--- src/rtl/sleep_ctl_pkg.sv ---
package sleep_ctl_pkg;
  typedef enum logic [1:0] {
    PW_RUN   = 2'd0,
    PW_SLEEP = 2'd1,
    PW_WARM  = 2'd2
  } pw_state_t;

  localparam int MDM_BITS = 4;
endpackage

--- src/rtl/slp_wake_detect.sv ---
module slp_wake_detect
  import sleep_ctl_pkg::*;
#(
  parameter int NCH = 2
) (
  input  logic                    clk,
  input  logic                    rst,
  input  logic [NCH-1:0]          rx_in,
  input  logic [NCH*MDM_BITS-1:0] modem_in,
  input  logic [NCH-1:0]          tx_load,
  input  logic [NCH-1:0]          msr_read,
  input  logic [NCH-1:0]          sleep_en,
  input  logic                    iso,
  output logic                    wake,
  output logic [NCH-1:0]          mdm_pend
);
  logic [NCH-1:0]          rx_q;
  logic [NCH*MDM_BITS-1:0] mdm_q;
  logic [NCH-1:0]          rx_fall;
  logic [NCH-1:0]          mdm_chg;

  // Per-channel edge detectors on the always-on clock
  for (genvar ch = 0; ch < NCH; ch++) begin : g_ch
    assign rx_fall[ch] = rx_q[ch] & ~rx_in[ch];
    assign mdm_chg[ch] = |(mdm_q[ch*MDM_BITS +: MDM_BITS] ^
                           modem_in[ch*MDM_BITS +: MDM_BITS]);

    // a pending modem flag persists until its channel is read
    p_pend_hold_r5: assert property (@(posedge clk) disable iff (rst)
      (mdm_pend[ch] && !msr_read[ch]) |=> mdm_pend[ch]);
  end

  // Host-side transmit loads are blocked while the bus is isolated
  assign wake = (|rx_fall) | (|mdm_chg) | ((|tx_load) & ~iso) | ~(&sleep_en);

  always_ff @(posedge clk) begin
    rx_q  <= rx_in;
    mdm_q <= modem_in;
    if (rst) begin
      mdm_pend <= '0;
    end else begin
      for (int ch = 0; ch < NCH; ch++) begin
        if (mdm_chg[ch])       mdm_pend[ch] <= 1'b1;
        else if (msr_read[ch]) mdm_pend[ch] <= 1'b0;
      end
    end
  end
endmodule

--- src/rtl/slp_entry_qual.sv ---
module slp_entry_qual
  import sleep_ctl_pkg::*;
#(
  parameter int NCH      = 2,
  parameter int IDLE_CYC = 4
) (
  input  logic                    clk,
  input  logic                    rst,
  input  logic                    run,
  input  logic [NCH-1:0]          irq_pend,
  input  logic [NCH-1:0]          sleep_en,
  input  logic [NCH*MDM_BITS-1:0] msr_delta,
  input  logic [NCH-1:0]          rx_in,
  input  logic [NCH-1:0]          mdm_pend,
  output logic                    go_sleep
);
  localparam int QW = $clog2(IDLE_CYC + 1);
  localparam logic [QW-1:0] QLAST = QW'(IDLE_CYC - 1);

  logic [QW-1:0] qcnt;
  logic          quiet;

  assign quiet = (&sleep_en) && !(|irq_pend) && !(|msr_delta) &&
                 (&rx_in) && !(|mdm_pend);
  assign go_sleep = run && quiet && (qcnt == QLAST);

  always_ff @(posedge clk) begin
    if (rst || !run || !quiet) qcnt <= '0;
    else if (qcnt != QLAST)    qcnt <= qcnt + QW'(1);
  end

  // the quiet-run counter never passes its terminal value
  p_qcnt_bound_r2: assert property (@(posedge clk) disable iff (rst)
    qcnt <= QLAST);
endmodule

--- src/rtl/slp_power_fsm.sv ---
module slp_power_fsm
  import sleep_ctl_pkg::*;
#(
  parameter int STARTUP_CYC = 8
) (
  input  logic clk,
  input  logic rst,
  input  logic go_sleep,
  input  logic wake,
  input  logic ps_strap,
  output logic run,
  output logic osc_en,
  output logic clk_ready,
  output logic asleep,
  output logic bus_iso
);
  localparam int WW = $clog2(STARTUP_CYC + 1);
  localparam logic [WW-1:0] WLAST = WW'(STARTUP_CYC - 1);

  pw_state_t     state, nxt;
  logic [WW-1:0] wcnt;

  always_comb begin
    nxt = state;
    case (state)
      PW_RUN:   if (go_sleep)      nxt = PW_SLEEP;
      PW_SLEEP: if (wake)          nxt = PW_WARM;
      PW_WARM:  if (wcnt == WLAST) nxt = PW_RUN;
      default:                     nxt = PW_RUN;
    endcase
  end

  assign run = (state == PW_RUN);

  always_ff @(posedge clk) begin
    if (rst) begin
      state     <= PW_RUN;
      wcnt      <= '0;
      osc_en    <= 1'b1;
      clk_ready <= 1'b1;
      asleep    <= 1'b0;
      bus_iso   <= 1'b0;
    end else begin
      state     <= nxt;
      wcnt      <= (state == PW_WARM && nxt == PW_WARM) ? wcnt + WW'(1) : '0;
      osc_en    <= (nxt != PW_SLEEP);
      clk_ready <= (nxt == PW_RUN);
      asleep    <= (nxt == PW_SLEEP);
      bus_iso   <= (nxt == PW_SLEEP) && ps_strap;
    end
  end

  p_osc_off_r3: assert property (@(posedge clk) disable iff (rst)
    asleep |-> !osc_en);
  p_iso_asleep_r9: assert property (@(posedge clk) disable iff (rst)
    bus_iso |-> asleep);
  p_ready_osc_r8: assert property (@(posedge clk) disable iff (rst)
    clk_ready |-> osc_en);
  p_wake_exit_r4: assert property (@(posedge clk) disable iff (rst)
    (asleep && wake) |=> (!asleep && !clk_ready));
endmodule

--- src/rtl/uart_sleep_ctl.sv ---
module uart_sleep_ctl
  import sleep_ctl_pkg::*;
#(
  parameter int NCH         = 2,
  parameter int IDLE_CYC    = 4,
  parameter int STARTUP_CYC = 8
) (
  input  logic                    clk,
  input  logic                    rst,
  input  logic [NCH-1:0]          irq_pend,
  input  logic [NCH-1:0]          sleep_en,
  input  logic [NCH*MDM_BITS-1:0] msr_delta,
  input  logic [NCH-1:0]          rx_in,
  input  logic [NCH*MDM_BITS-1:0] modem_in,
  input  logic [NCH-1:0]          tx_load,
  input  logic [NCH-1:0]          msr_read,
  input  logic                    ps_strap,
  output logic                    osc_en,
  output logic                    clk_ready,
  output logic                    asleep,
  output logic                    bus_iso
);
  logic           wake;
  logic           go_sleep;
  logic           run;
  logic [NCH-1:0] mdm_pend;

  slp_wake_detect #(.NCH(NCH)) u_wake (
    .clk      (clk),
    .rst      (rst),
    .rx_in    (rx_in),
    .modem_in (modem_in),
    .tx_load  (tx_load),
    .msr_read (msr_read),
    .sleep_en (sleep_en),
    .iso      (bus_iso),
    .wake     (wake),
    .mdm_pend (mdm_pend)
  );

  slp_entry_qual #(.NCH(NCH), .IDLE_CYC(IDLE_CYC)) u_qual (
    .clk       (clk),
    .rst       (rst),
    .run       (run),
    .irq_pend  (irq_pend),
    .sleep_en  (sleep_en),
    .msr_delta (msr_delta),
    .rx_in     (rx_in),
    .mdm_pend  (mdm_pend),
    .go_sleep  (go_sleep)
  );

  slp_power_fsm #(.STARTUP_CYC(STARTUP_CYC)) u_fsm (
    .clk       (clk),
    .rst       (rst),
    .go_sleep  (go_sleep),
    .wake      (wake),
    .ps_strap  (ps_strap),
    .run       (run),
    .osc_en    (osc_en),
    .clk_ready (clk_ready),
    .asleep    (asleep),
    .bus_iso   (bus_iso)
  );

  // no sleep is entered over a pending interrupt or a modem-status delta
  p_no_irq_entry_r2: assert property (@(posedge clk) disable iff (rst)
    $rose(asleep) |-> ($past(irq_pend) == '0 && $past(msr_delta) == '0));
  // no sleep is entered while a modem change is still unread
  p_mdm_entry_r5: assert property (@(posedge clk) disable iff (rst)
    $rose(asleep) |-> ($past(mdm_pend) == '0));
endmodule

--- config.mk ---
export PLATFORM = sky130hd
export DESIGN_NAME = uart_sleep_ctl
export DESIGN_NICKNAME = d
export VERILOG_FILES = /design/src/rtl/sleep_ctl_pkg.sv /design/src/rtl/slp_wake_detect.sv /design/src/rtl/slp_entry_qual.sv /design/src/rtl/slp_power_fsm.sv /design/src/rtl/uart_sleep_ctl.sv
export SDC_FILE = /design/constraint.sdc
export NUM_CORES = 1
export LEC_CHECK = 0
export ABC_AREA = 1
export ABC_CLOCK_PERIOD_IN_PS = 2500
export BUFFER_PORTS_ARGS = -buffer_cell sky130_fd_sc_hd__clkbuf_2
export CAP_MARGIN = 20
export CORE_UTILIZATION = 53
export DETAILED_ROUTE_END_ITERATION = 12
export PLACE_DENSITY = 0.82
export RECOVER_POWER = 100
export SYNTH_ARGS = -nofsm -noshare
export SYNTH_HDL_FRONTEND = slang
export SYNTH_HIERARCHICAL = 1
export SYNTH_SLANG_ARGS = --single-unit
--- constraint.sdc ---
create_clock -name clk -period 2.5 [get_ports clk]
set_input_delay 0.5 -clock clk [delete_from_list [all_inputs] [get_ports clk]]
set_output_delay 0.5 -clock clk [all_outputs]
set_load 0.01 [all_outputs]
; Word level (Yosys, flattened, before mapping)
; Index checks and enable logic that the tools add are counted.
[classes]
n_reduce_logical = 30
muxes = 8
mul = 0
add_sub_neg = 2
n_eq_ne = 8
n_lt_le_gt_ge = 0
div_mod_pow = 0
bitwise = 13
shifts = 0
[op_table]
columns = op, n
row1 = $reduce_or A8 Y1, 2
row2 = $reduce_or A2 Y1, 5
row3 = $logic_and A1 B1 Y1, 8
row4 = $reduce_or A4 Y1, 2
row5 = $xor A4 B4 Y4, 2
row6 = $mux W2, 3
row7 = $pmux W2 S3, 1
row8 = $logic_not A1 Y1, 5
row9 = $not A1 Y1, 5
row10 = $add A4 B1 Y4 const B, 1
row11 = $eq A2 B1 Y1 const B, 2
row12 = $eq A2 B2 Y1 const B, 2
row13 = $eq A4 B3 Y1 const B, 1
row14 = $logic_not A2 Y1, 2
row15 = $mux W1, 4
row16 = $reduce_and A2 Y1, 2
row17 = $reduce_bool A2 Y1, 2
row18 = $add A3 B1 Y3 const B, 1
row19 = $and A1 B1 Y1, 3
row20 = $eq A3 B2 Y1 const B, 1
row21 = $ne A3 B2 Y1 const B, 1
row22 = $or A1 B1 Y1, 3
row23 = $logic_or A1 B1 Y1, 2
row24 = $ne A2 B1 Y1 const B, 1
[totals]
ramBits = 0
input_bits = 29
out_inout_bits = 4
mem_count = 0
romBits = 0
regBits = 25
latchBits = 0
wordCells = 72

; Longest topological paths before layout
; Gate-level depths: netlist (run 1).
[logic_depth]
ltp_word = 14
mapped_depth = 11
depth_no_buf = 11

; Hierarchy
; Netlist (run 1), hierarchy kept.
[by_module_without_submodules]
columns = module, area_per_inst_um2, cells_each, seq_area_each_um2, instances
row1 = slp_wake_detect, 506.7, 78, 240.2, 1
row2 = slp_power_fsm, 385.4, 41, 200.2, 1
row3 = slp_entry_qual, 224.0, 35, 60.1, 1

; Worst setup path after synthesis (run 1)
; No wires, ideal clock.
[synth_timing]
path_type = in2reg
start = input port modem_in[1]
end = register u_fsm.clk_ready
setup_ns = 0.119
path_stages = 10
arrival_time_ns = 1.209
path_slack_ns = 1.171
t_required_ns = 2.381
n_path_buf = 0
path_cell_list = inv_1 -> nand2_1 -> nand2_1 -> nor2_2 -> nand2_1 -> nor2_2 -> nand2_1 -> nand3b_1 -> nand2_2 -> o21bai_1
[synth_via]
elab_chain_cells = 8
[synth_rtl]
columns = item, line_no
row1 = "start, declared", uart_sleep_ctl.sv:14  ; input logic [NCH*MDM_BITS-1:0] modem_in,
row2 = $xor A4 B4 Y4, slp_wake_detect.sv:25  ; assign mdm_chg[ch] = |(mdm_q[ch*MDM_BITS +: MDM_BITS] ^
row3 = $reduce_or A8 Y1, slp_wake_detect.sv:34  ; assign wake = (|rx_fall) | (|mdm_chg) | ((|tx_load) & ~iso) | ~(&sleep_en);
row4 = $or A1 B1 Y1 (3 in series), slp_wake_detect.sv:34
row5 = via wake, uart_sleep_ctl.sv:23  ; logic wake;
row6 = $mux W2, slp_power_fsm.sv:27  ; PW_SLEEP: if (wake) nxt = PW_WARM;
row7 = $pmux W2 S3, slp_power_fsm.sv:25  ; case (state)
row8 = $logic_not A2 Y1, slp_power_fsm.sv:47  ; clk_ready <= (nxt == PW_RUN);
row9 = "end signal, assigned", slp_power_fsm.sv:47
row10 = "end, declared", slp_power_fsm.sv:13  ; output logic clk_ready,
; The timed path passes the listed nets, and every way through them passes these cells.
; A chain may end at the register's enable or synchronous reset.

; Worst setup path in the final report (run 1)
[layout_timing]
start = register u_qual.qcnt[0]
end = register u_fsm.bus_iso
[layout_via]
elab_chain_cells = 6
[layout_rtl]
columns = item, line_no
row1 = "start, declared", slp_entry_qual.sv:20  ; logic [QW-1:0] qcnt;
row2 = "start signal, assigned", slp_entry_qual.sv:29  ; else if (qcnt != QLAST) qcnt <= qcnt + QW'(1);
row3 = $eq A3 B2 Y1, slp_entry_qual.sv:25  ; assign go_sleep = run && quiet && (qcnt == QLAST);
row4 = $logic_and A1 B1 Y1, slp_entry_qual.sv:25
row5 = via go_sleep, uart_sleep_ctl.sv:24  ; logic go_sleep;
row6 = $mux W2, slp_power_fsm.sv:26  ; PW_RUN: if (go_sleep) nxt = PW_SLEEP;
row7 = $pmux W2 S3, slp_power_fsm.sv:25
row8 = $eq A2 B1 Y1, slp_power_fsm.sv:49  ; bus_iso <= (nxt == PW_SLEEP) && ps_strap;
row9 = $logic_and A1 B1 Y1, slp_power_fsm.sv:49
row10 = "end signal, assigned", slp_power_fsm.sv:49
row11 = "end, declared", slp_power_fsm.sv:15  ; output logic bus_iso
; The timed path passes the listed nets, and every way through them passes these cells.

==> run summary, run 1 <==
Psw = 150 uW
initial core utilization = 56.9%
Arrival @ worst endpoint = 1.74 ns
placed cell count = 213
max-slew violations = 0
drt drc = 0
Vias = 971
kind of critical path = reg2reg
layout cell share with drive strength beyond 1 = 17.4%
final setup margin = 1.03 ns
crit path from = u_qual/qcnt[0]
IO Count = 33
P&R area growth vs syn = 15.8%
period utilisation layout = 58.9%
clk_skew = 0.0122 ns
Post-Route WL = 1850 um
setup violators final = 0
Setup WS pre-CTS = 0.911 ns
H-tree levels = 1
post-cts hold buffer count = 0
CTS tree = done
RSZ-0062 raised after global routing = no
Critical Path RT = 2.77 ns
Highest Clock Rate = 0.680 GHz
Synth cell types = 19
Avg Inst Size Synth = 7.25 um^2
Min-Delay Path Class = in2reg
Max-cap violations = 0
Num CTS Buffers = 3
combinational share of power = 9.1%
Peak supply drop = 0.368 mV
Synth Instances = 154
Final nets = 223
reg2reg path depth = 8
# diodes = 0
Final min period = 1.47 ns
number of global-route vias before repair = 783
Pre-antenna DRT Iters = 4
reg2reg end = u_fsm/bus_iso
Ys Warns = 6
total global-route track usage = 17.5%
placer congestion estimate = 0.737
crit end category = flip-flop
clk sinks = 25
FF-to-FF Start = u_qual/qcnt[0]
Die ar. = 0.00229 mm^2
WHS = 0.308 ns
clk_lat worst skew = 0.32 ns
Clock power frac = 26.8%
via/cell ratio = 4.47
row count = 16
part of the power in registers = 64.0%
sw frac = 23.2%
non-filler instance count after layout = 217
Final Hold Vio Count = 0
initial antenna violation count = 0
Slew @ Worst Pin = 0.207 ns
end of the critical path = u_fsm/bus_iso
Rel. slew slack = 86.2%
highest-count cells in the layout ignoring fill and taps = 45 x nand2_1, 34 x inv_1, 25 x dfxtp_1
CP startpoint kind = flip-flop
placed cell area = 0.00131 mm^2
clk buf depth = 2
sequential-to-total area share from yosys stat = 44.8%
crit path max fanout = 5
status = complete, no violations
PortBufs = 32
Mapped Nets = 186
number of setup buffers added after CTS = 0
initial drt markers = 13
clock slew at reported path FFs = 0.13 ns
grt total ovfl = 0
Power Density = 501 mW/mm^2
Die Ht = 47.9 um
Yosys reg bits = 25
DR WL/cell = 8.53 um
design area = 0.00129 mm^2
Clk Tree Root Cell = clkbuf_4
Die Wd = 47.9 um
Setup TNS Final = 0 ns
core area = 0.00196 mm^2
PostCTS Resize Cnt = 0
DRT antenna net count = 0
commonest non-fill, non-tap cell in the layout = nand2_1
first-pass GRT wire length = 2740 um
P_leak = 0.000725 uW
largest net degree at the start of global routing = 15
P_int = 497 uW
reg2reg setup slack = 1.03 ns
mapped cell area = 0.00112 mm^2
Detail Placement HPWL = 1570 um
[stage by stage]
step           power (uW)  util (%)
2_1_floorplan         455         -
3_3_place_gp          483      66.8
3_5_place_dp          487      66.8
4_1_cts               660      68.2
5_1_grt               681      65.9
6_report              647      65.9
[logic make-up after synthesis]
kind of cell,Yosys count,share of synthesized area [%]
XOR/XNOR,2,1.57
adder cells (fa/ha/maj),3,3.36
AO/OA/AOI/OAI,5,2.69
multiplexers,1,0.897
AND/OR/NAND/NOR,83,34.9
flip-flops,25,44.8
buffers and inverters,35,11.8
[power by group through the flow]
stage	Sequential (uW)	Combinational (uW)	Clock (uW)
floorplan	422	33.1	0
global placement	423	60.5	0
detailed placement	423	63.3	0
CTS	415	63.6	182
global route	416	70.0	195
finish	415	59.1	174
[worst max-delay path, stage by stage (launching register included)]
cell and delay (ns):
dfxtp_1 0.37, ha_1 0.16, ha_1 0.26, nand2_1 0.08, nor2_1 0.15, nand2_2 0.07, nand2_1 0.10, nand2_1 0.13
nor2_4 0.12
[synth_stat cells]
cell      count  area (um^2)
nand2_1      43          161
inv_1        34          128
dfxtp_1      25          500
nor2_1       17         63.8
nor2_2        8         50.1
nand3_1       5         25.0
a21oi_1       3         15.0
ha_1          3         37.5
nand3_2       3         30.0
nand2_2       2         12.5
o21bai_1      2         15.0
xor2_1        2         17.5
and2_1        1         6.26
inv_2         1         3.75
mux2i_1       1         10.0
nand2_4       1         11.3
nand3b_1      1         7.51
nor2_4        1         11.3
nor3_2        1         10.0
[registers in the layout (all words and copies together), names as in the netlist]
register / count
u_fsm/wcnt: 4
u_fsm/state: 2
u_fsm/asleep: 1
u_wake/mdm_q: 8
u_wake/mdm_pend: 2
u_fsm/osc_en: 1
u_qual/qcnt: 3
u_wake/rx_q: 2
u_fsm/clk_ready: 1
u_fsm/bus_iso: 1
[metal layers]
| layer | vias to the layer above | global-route usage (%) | share of wire [%] |
|---|---|---|---|
| met3 | 4 | 3.40 | 5.6 |
| li1 | 523 | - | - |
| met1 | 417 | 15.9 | 41 |
| met2 | 27 | 35.1 | 52 |
| met4 | 0 | 10.0 | 1.8 |
| met5 | - | 0 | 0 |
[worst min path at each step]
stage,to,slack [ns],startpoint,cells past startpoint
final,u_wake/mdm_q[2],0.31,modem_in[2],1
after global routing,u_wake/mdm_q[6],0.29,modem_in[6],1
after global placement,u_fsm/wcnt[0],0.43,u_fsm/wcnt[0],1
after CTS,u_wake/mdm_q[7],0.29,modem_in[7],1
after floorplan,u_fsm/wcnt[0],0.42,u_fsm/wcnt[0],1
after detailed placement,u_fsm/wcnt[0],0.44,u_fsm/wcnt[0],1
[area by class of cell]
type / count / area (um^2)
inverter: 35 / 131
timing repair buffer: 32 / 143
clock inverter: 1 / 5.00
sequential: 25 / 500
multi-input combinational: 94 / 457
fill: 195 / 669
clock buffer: 3 / 22.5
tap: 27 / 33.8
(Power assumes the default switching activity.)
==> run 2: changes to the inputs <==
--- a/config.mk
+++ b/config.mk
@@ -6,12 +6,12 @@
 export NUM_CORES = 1
 export LEC_CHECK = 0
 export ABC_AREA = 1
-export ABC_CLOCK_PERIOD_IN_PS = 2500
+export ABC_CLOCK_PERIOD_IN_PS = 1230
 export BUFFER_PORTS_ARGS = -buffer_cell sky130_fd_sc_hd__clkbuf_2
 export CAP_MARGIN = 20
-export CORE_UTILIZATION = 53
+export CORE_UTILIZATION = 45
 export DETAILED_ROUTE_END_ITERATION = 12
-export PLACE_DENSITY = 0.82
+export PLACE_DENSITY = 0.74
 export RECOVER_POWER = 100
 export SYNTH_ARGS = -nofsm -noshare
 export SYNTH_HDL_FRONTEND = slang
==> constraint.sdc (replaced) <==
create_clock -name clk -period 1.23 [get_ports clk]
set_input_delay 0.246 -clock clk [delete_from_list [all_inputs] [get_ports clk]]
set_output_delay 0.246 -clock clk [all_outputs]
set_load 0.01 [all_outputs]
==> run 2 against run 1 <==
Effect of this change: the run now ends with negative setup slack left; clock power up 100%; die area up 17%; cell count up 1.8%; design area up 5.4%; setup slack worse by 1.1 ns; flip-flop and latch count unchanged; sequential power up 100%; maximum frequency up 11%; critical path type unchanged; critical endpoint unchanged; largest cell class unchanged.
==> run summary, run 2 (same netlist as run 1, synthesis figures left out) <==
failing checks = negative setup slack
sw frac = 22.8%
period utilisation layout = 108%
Final min period = 1.33 ns
Pre-antenna DRT Iters = 4
post-cts hold buffer count = 0
Num CTS Buffers = 3
Clock power frac = 26.5%
first-pass GRT wire length = 3130 um
max reg flops = 8
CP startpoint kind = flip-flop
Die Wd = 51.8 um
largest net degree at the start of global routing = 14
initial core utilization = 49.0%
IO Count = 33
Rel. slew slack = 87.0%
most frequent cell on the critical path = nand2_1
H-tree levels = 1
Setup TNS Final = -0.391 ns
slowest CP cell = dfxtp_2
setup violators final = 5
Power Density = 972 mW/mm^2
grt total ovfl = 0
layout cell share with drive strength beyond 1 = 24.9%
Detail Placement HPWL = 1540 um
max-slew violations = 0
commonest non-fill, non-tap cell in the layout = nand2_1
final setup margin = -0.0969 ns
DR WL/cell = 8.76 um
number of global-route vias before repair = 869
Peak supply drop = 0.670 mV
largest registers = u_wake/mdm_q (8), u_fsm/wcnt (4), u_qual/qcnt (3)
Arrival @ worst endpoint = 1.59 ns
part of the power in registers = 63.7%
Setup WS pre-CTS = -0.0745 ns
Post-Route WL = 1940 um
Die Ht = 51.8 um
highest-count cells in the layout ignoring fill and taps = 43 x nand2_1, 33 x inv_1, 21 x dfxtp_1
Highest Clock Rate = 0.754 GHz
combinational share of power = 9.8%
row count = 17
initial drt markers = 21
Psw = 303 uW
status = finished with violations
clk_lat worst skew = 0.31 ns
total global-route track usage = 15.6%
crit end category = flip-flop
Max-cap violations = 0
Critical Path RT = 1.49 ns
P_leak = 0.000750 uW
CP cell instances = inv_2, nand2_1, nand2_1, nor2_2, nand2_1, nor2_2, nand2_1, nand3b_1, nand2_2, nand2_4, nor2_4
initial antenna violation count = 0
# diodes = 0
clk_skew = 0.00166 ns
Final Hold Vio Count = 0
via/cell ratio = 4.28
PortBufs = 32
Final nets = 226
CTS tree = done
P_int = 1020 uW
Reg with most FFs = u_wake/mdm_q
DRT antenna net count = 0
CP max stage delay = 0.36 ns
core area = 0.00228 mm^2
Vias = 945
crit path max fanout = 4
clock slew at reported path FFs = 0.12 ns
clk sinks = 25
P&R area growth vs syn = 22.1%
clk buf depth = 2
placer congestion estimate = 0.735
Min-Delay Path Class = in2reg
kind of critical path = reg2reg
RSZ-0062 raised after global routing = yes
Clk Tree Root Cell = clkbuf_4
Slew @ Worst Pin = 0.195 ns
Die ar. = 0.00268 mm^2
drt drc = 0
==> run 2: cell count changes in the layout (fill, tap and decap cells not counted), moves of 2 or more <==
cell,change
buf_4,+2
dfxtp_1,-4
dfxtp_2,+4
nand2_1,-2
nand3_1,-2
nand3_2,+2
nor2_1,-2
nor2_2,+2
==> run 2: path summary, 6_finish.rpt <==
check / cells after the start / slack [ns] / to / startpoint
hold / removal: 1 / 0.06 / u_wake/mdm_q[2] / modem_in[2]
hold reg to reg: 1 / 0.46 / u_fsm/wcnt[0] / u_fsm/wcnt[0]
setup / recovery: 11 / -0.1 / u_fsm/bus_iso / u_wake/mdm_q[2]
setup reg to reg: 11 / -0.1 / u_fsm/bus_iso / u_wake/mdm_q[2]
==> run 2: power groups by stage <==
stage / sequential, uW / clock, uW / combinational (uW)
after floorplan: 858 / 0 / 67.3
after global placement: 859 / 0 / 127
after detailed placement: 860 / 0 / 133
after CTS: 843 / 371 / 135
after global routing: 846 / 394 / 149
final: 843 / 350 / 130
==> run 2: cell type report <==
class / instances / area, um^2
multi-input cells: 94 / 494
inverters: 35 / 131
repair buffers: 35 / 170
well taps: 28 / 35.0
clock buffers: 4 / 26.3
flip-flops and latches: 25 / 505
fillers: 226 / 913
==> run 2: through the flow <==
| stage | cell area [um^2] | std cells | util, % | hold WS, ns | total power [uW] |
|---|---|---|---|---|---|
| after floorplan | 1120 | 154 | - | 0.274 | 925 |
| after global placement | 1330 | 216 | 58.3 | 0.376 | 986 |
| after detailed placement | 1330 | 216 | 58.3 | 0.380 | 993 |
| after CTS | 1370 | 221 | 60.0 | 0.0468 | 1350 |
| after global routing | 1360 | 221 | 59.9 | 0.0503 | 1390 |
| final | 1360 | 221 | 59.9 | 0.0588 | 1320 |
==> run 2: repair_timing <==
item | in CTS | in global routing
setup buffers | 1 | 0
gates resized for setup | 4 | 8
pin swaps | 3 | 8
endpoints found under the setup margin | 5 | 9
==> run 2: routing by layer <==
metal | routed length, um | part of all wire, % | global-route usage, % | vias to the layer above
li1 | - | - | - | 524
met1 | 902 | 47 | 16.2 | 396
met2 | 935 | 48 | 30.1 | 25
met3 | 99 | 5.1 | 3.80 | 0
met4 | 0 | 0 | 5.41 | 0
met5 | 0 | 0 | 0 | -
==> run 2: worst max-delay path, delay by kind of cell (launching register included) <==
kind | cells | cell delay (ns)
buf+inv | 1 | 0.03
simple gates | 10 | 0.88
flops | 1 | 0.36
==> run 3: changes to the inputs <==
--- a/config.mk
+++ b/config.mk
@@ -11,6 +11,7 @@
 export CAP_MARGIN = 20
 export CORE_UTILIZATION = 45
 export DETAILED_ROUTE_END_ITERATION = 12
+export HOLD_SLACK_MARGIN = 0.1
 export PLACE_DENSITY = 0.74
 export RECOVER_POWER = 100
 export SYNTH_ARGS = -nofsm -noshare
==> run 3 against run 2 <==
Effect of this change: the flow still finishes with violations (negative setup slack); cell count rose by 4.5%; via count grew 4.8%; clock skew barely moved; non-clock buffer count up 10; global-route usage rose by 1.8 points; largest cell class unchanged.
==> run summary, run 3 (same netlist as run 1, synthesis figures left out) <==
status = finished with violations
failing checks = negative setup slack
Detail Placement HPWL = 1540 um
reg2reg path depth = 11
setup violators final = 5
WHS = 0.157 ns
crit path max fanout = 4
first-pass GRT wire length = 3450 um
initial drt markers = 12
Final Hold Vio Count = 0
FF-to-FF Start = u_wake/mdm_q[0]
P&R area growth vs syn = 31.1%
DR WL/cell = 9.29 um
core area = 0.00228 mm^2
Setup TNS Final = -0.419 ns
Slew @ Worst Pin = 0.198 ns
clk sinks = 25
Fill cells = 209
largest net degree at the start of global routing = 14
Die Ht = 51.8 um
Vias = 990
clk_lat worst skew = 0.31 ns
Critical Path RT = 1.49 ns
initial antenna violation count = 0
DRT antenna net count = 0
crit end category = flip-flop
IO Count = 33
placed cell count = 216
hold path cells = 3
WHS Endpoint = u_fsm/bus_iso
PortBufs = 32
Rel. slew slack = 86.8%
Min-Delay Path Class = in2reg
P_leak = 0.000792 uW
Final min period = 1.33 ns
drt drc = 0
reg2reg setup slack = -0.10 ns
highest-count cells in the layout ignoring fill and taps = 43 x nand2_1, 33 x inv_1, 21 x dfxtp_1
Die ar. = 0.00268 mm^2
number of global-route vias before repair = 928
H-tree levels = 1
Util after Layout = 64.3%
Hold Path Origin = ps_strap
Power Density = 925 mW/mm^2
grt total ovfl = 0
Highest Clock Rate = 0.750 GHz
placer congestion estimate = 0.735
RSZ-0062 raised after global routing = yes
Die Wd = 51.8 um
CTS tree = done
Clk Tree Root Cell = clkbuf_4
period utilisation layout = 108%
largest registers = u_wake/mdm_q (8), u_fsm/wcnt (4), u_qual/qcnt (3)
clk buf depth = 2
# diodes = 0
Num CTS Buffers = 3
clock slew at reported path FFs = 0.13 ns
non-filler instance count after layout = 231
Post-Route WL = 2150 um
design area = 0.00146 mm^2
initial core utilization = 49.0%
clk_skew = 0.00122 ns
row count = 17
Peak supply drop = 0.619 mV
Arrival @ worst endpoint = 1.60 ns
Final nets = 236
kind of critical path = reg2reg
Reg with most FFs = u_wake/mdm_q
max-slew violations = 0
CP startpoint kind = flip-flop
placed cell area = 0.00133 mm^2
final setup margin = -0.104 ns
layout cell share with drive strength beyond 1 = 23.6%
reg2reg end = u_fsm/bus_iso
Pre-antenna DRT Iters = 4
commonest non-fill, non-tap cell in the layout = nand2_1
max reg flops = 8
via/cell ratio = 4.29
Max-cap violations = 0
total global-route track usage = 17.4%
-- run 3: repair_timing --
action | CTS | global route
gates resized for setup | 4 | 8
setup endpoints to repair | 5 | 9
endpoints found under the hold margin | 10 | 0
cloned | 0 | 0
buffers inserted | 1 | 0
pin swaps | 3 | 9
hold buffers | 10 | 0
-- run 3: critical path, cell delays in order, from the launching register on --
cell	delay [ns]
dfxtp_1	0.35
inv_1	0.04
nand2_1	0.05
nand2_1	0.05
nor2_2	0.11
nand2_1	0.07
nor2_2	0.09
nand2_1	0.09
nand3b_1	0.19
nand2_2	0.11
nand2_4	0.07
nor2_4	0.07
-- run 3: where the power goes --
part / switching (uW) / internal [uW]
sequential: 10.7 / 833
clock: 227 / 127
combinational: 74.0 / 82.4
-- run 3: worst max path at each step --
stage | start | endpoint | slack (ns)
2_1_floorplan | u_qual/qcnt[0] | u_fsm/clk_ready | 0.02
3_3_place_gp | modem_in[2] | u_fsm/bus_iso | -0.03
3_5_place_dp | modem_in[1] | u_fsm/bus_iso | -0.07
4_1_cts | u_wake/mdm_q[3] | u_fsm/bus_iso | -0.09
5_1_grt | u_wake/mdm_q[2] | u_fsm/bus_iso | -0.19
6_report | u_wake/mdm_q[0] | u_fsm/bus_iso | -0.10
-- run 3: layout make-up --
class                           instances  area, um^2  share of cell area [%]
Sequential cell                        25         505                    34.6
Tap cell                               28        35.0                    2.40
Clock buffer                            4        26.3                    1.80
Inverter                               35         131                    8.98
Timing Repair Buffer                   45         270                    18.5
Multi-Input combinational cell         94         494                    33.8
-- run 3: layer usage --
metal | global-route usage [%] | vias up | wire length [um]
met4 | 5.41 | 0 | 0
met1 | 17.1 | 422 | 967
met5 | 0 | - | 0
met2 | 35.3 | 25 | 1080
met3 | 3.80 | 0 | 96
li1 | - | 543 | -
-- run 3: stage by stage --
stage	power, uW	setup slack, ns
global placement	986	-0.0350
global route	1420	-0.192
detailed placement	993	-0.0745
floorplan	925	0.0186
CTS	1370	-0.0940
finish	1350	-0.104
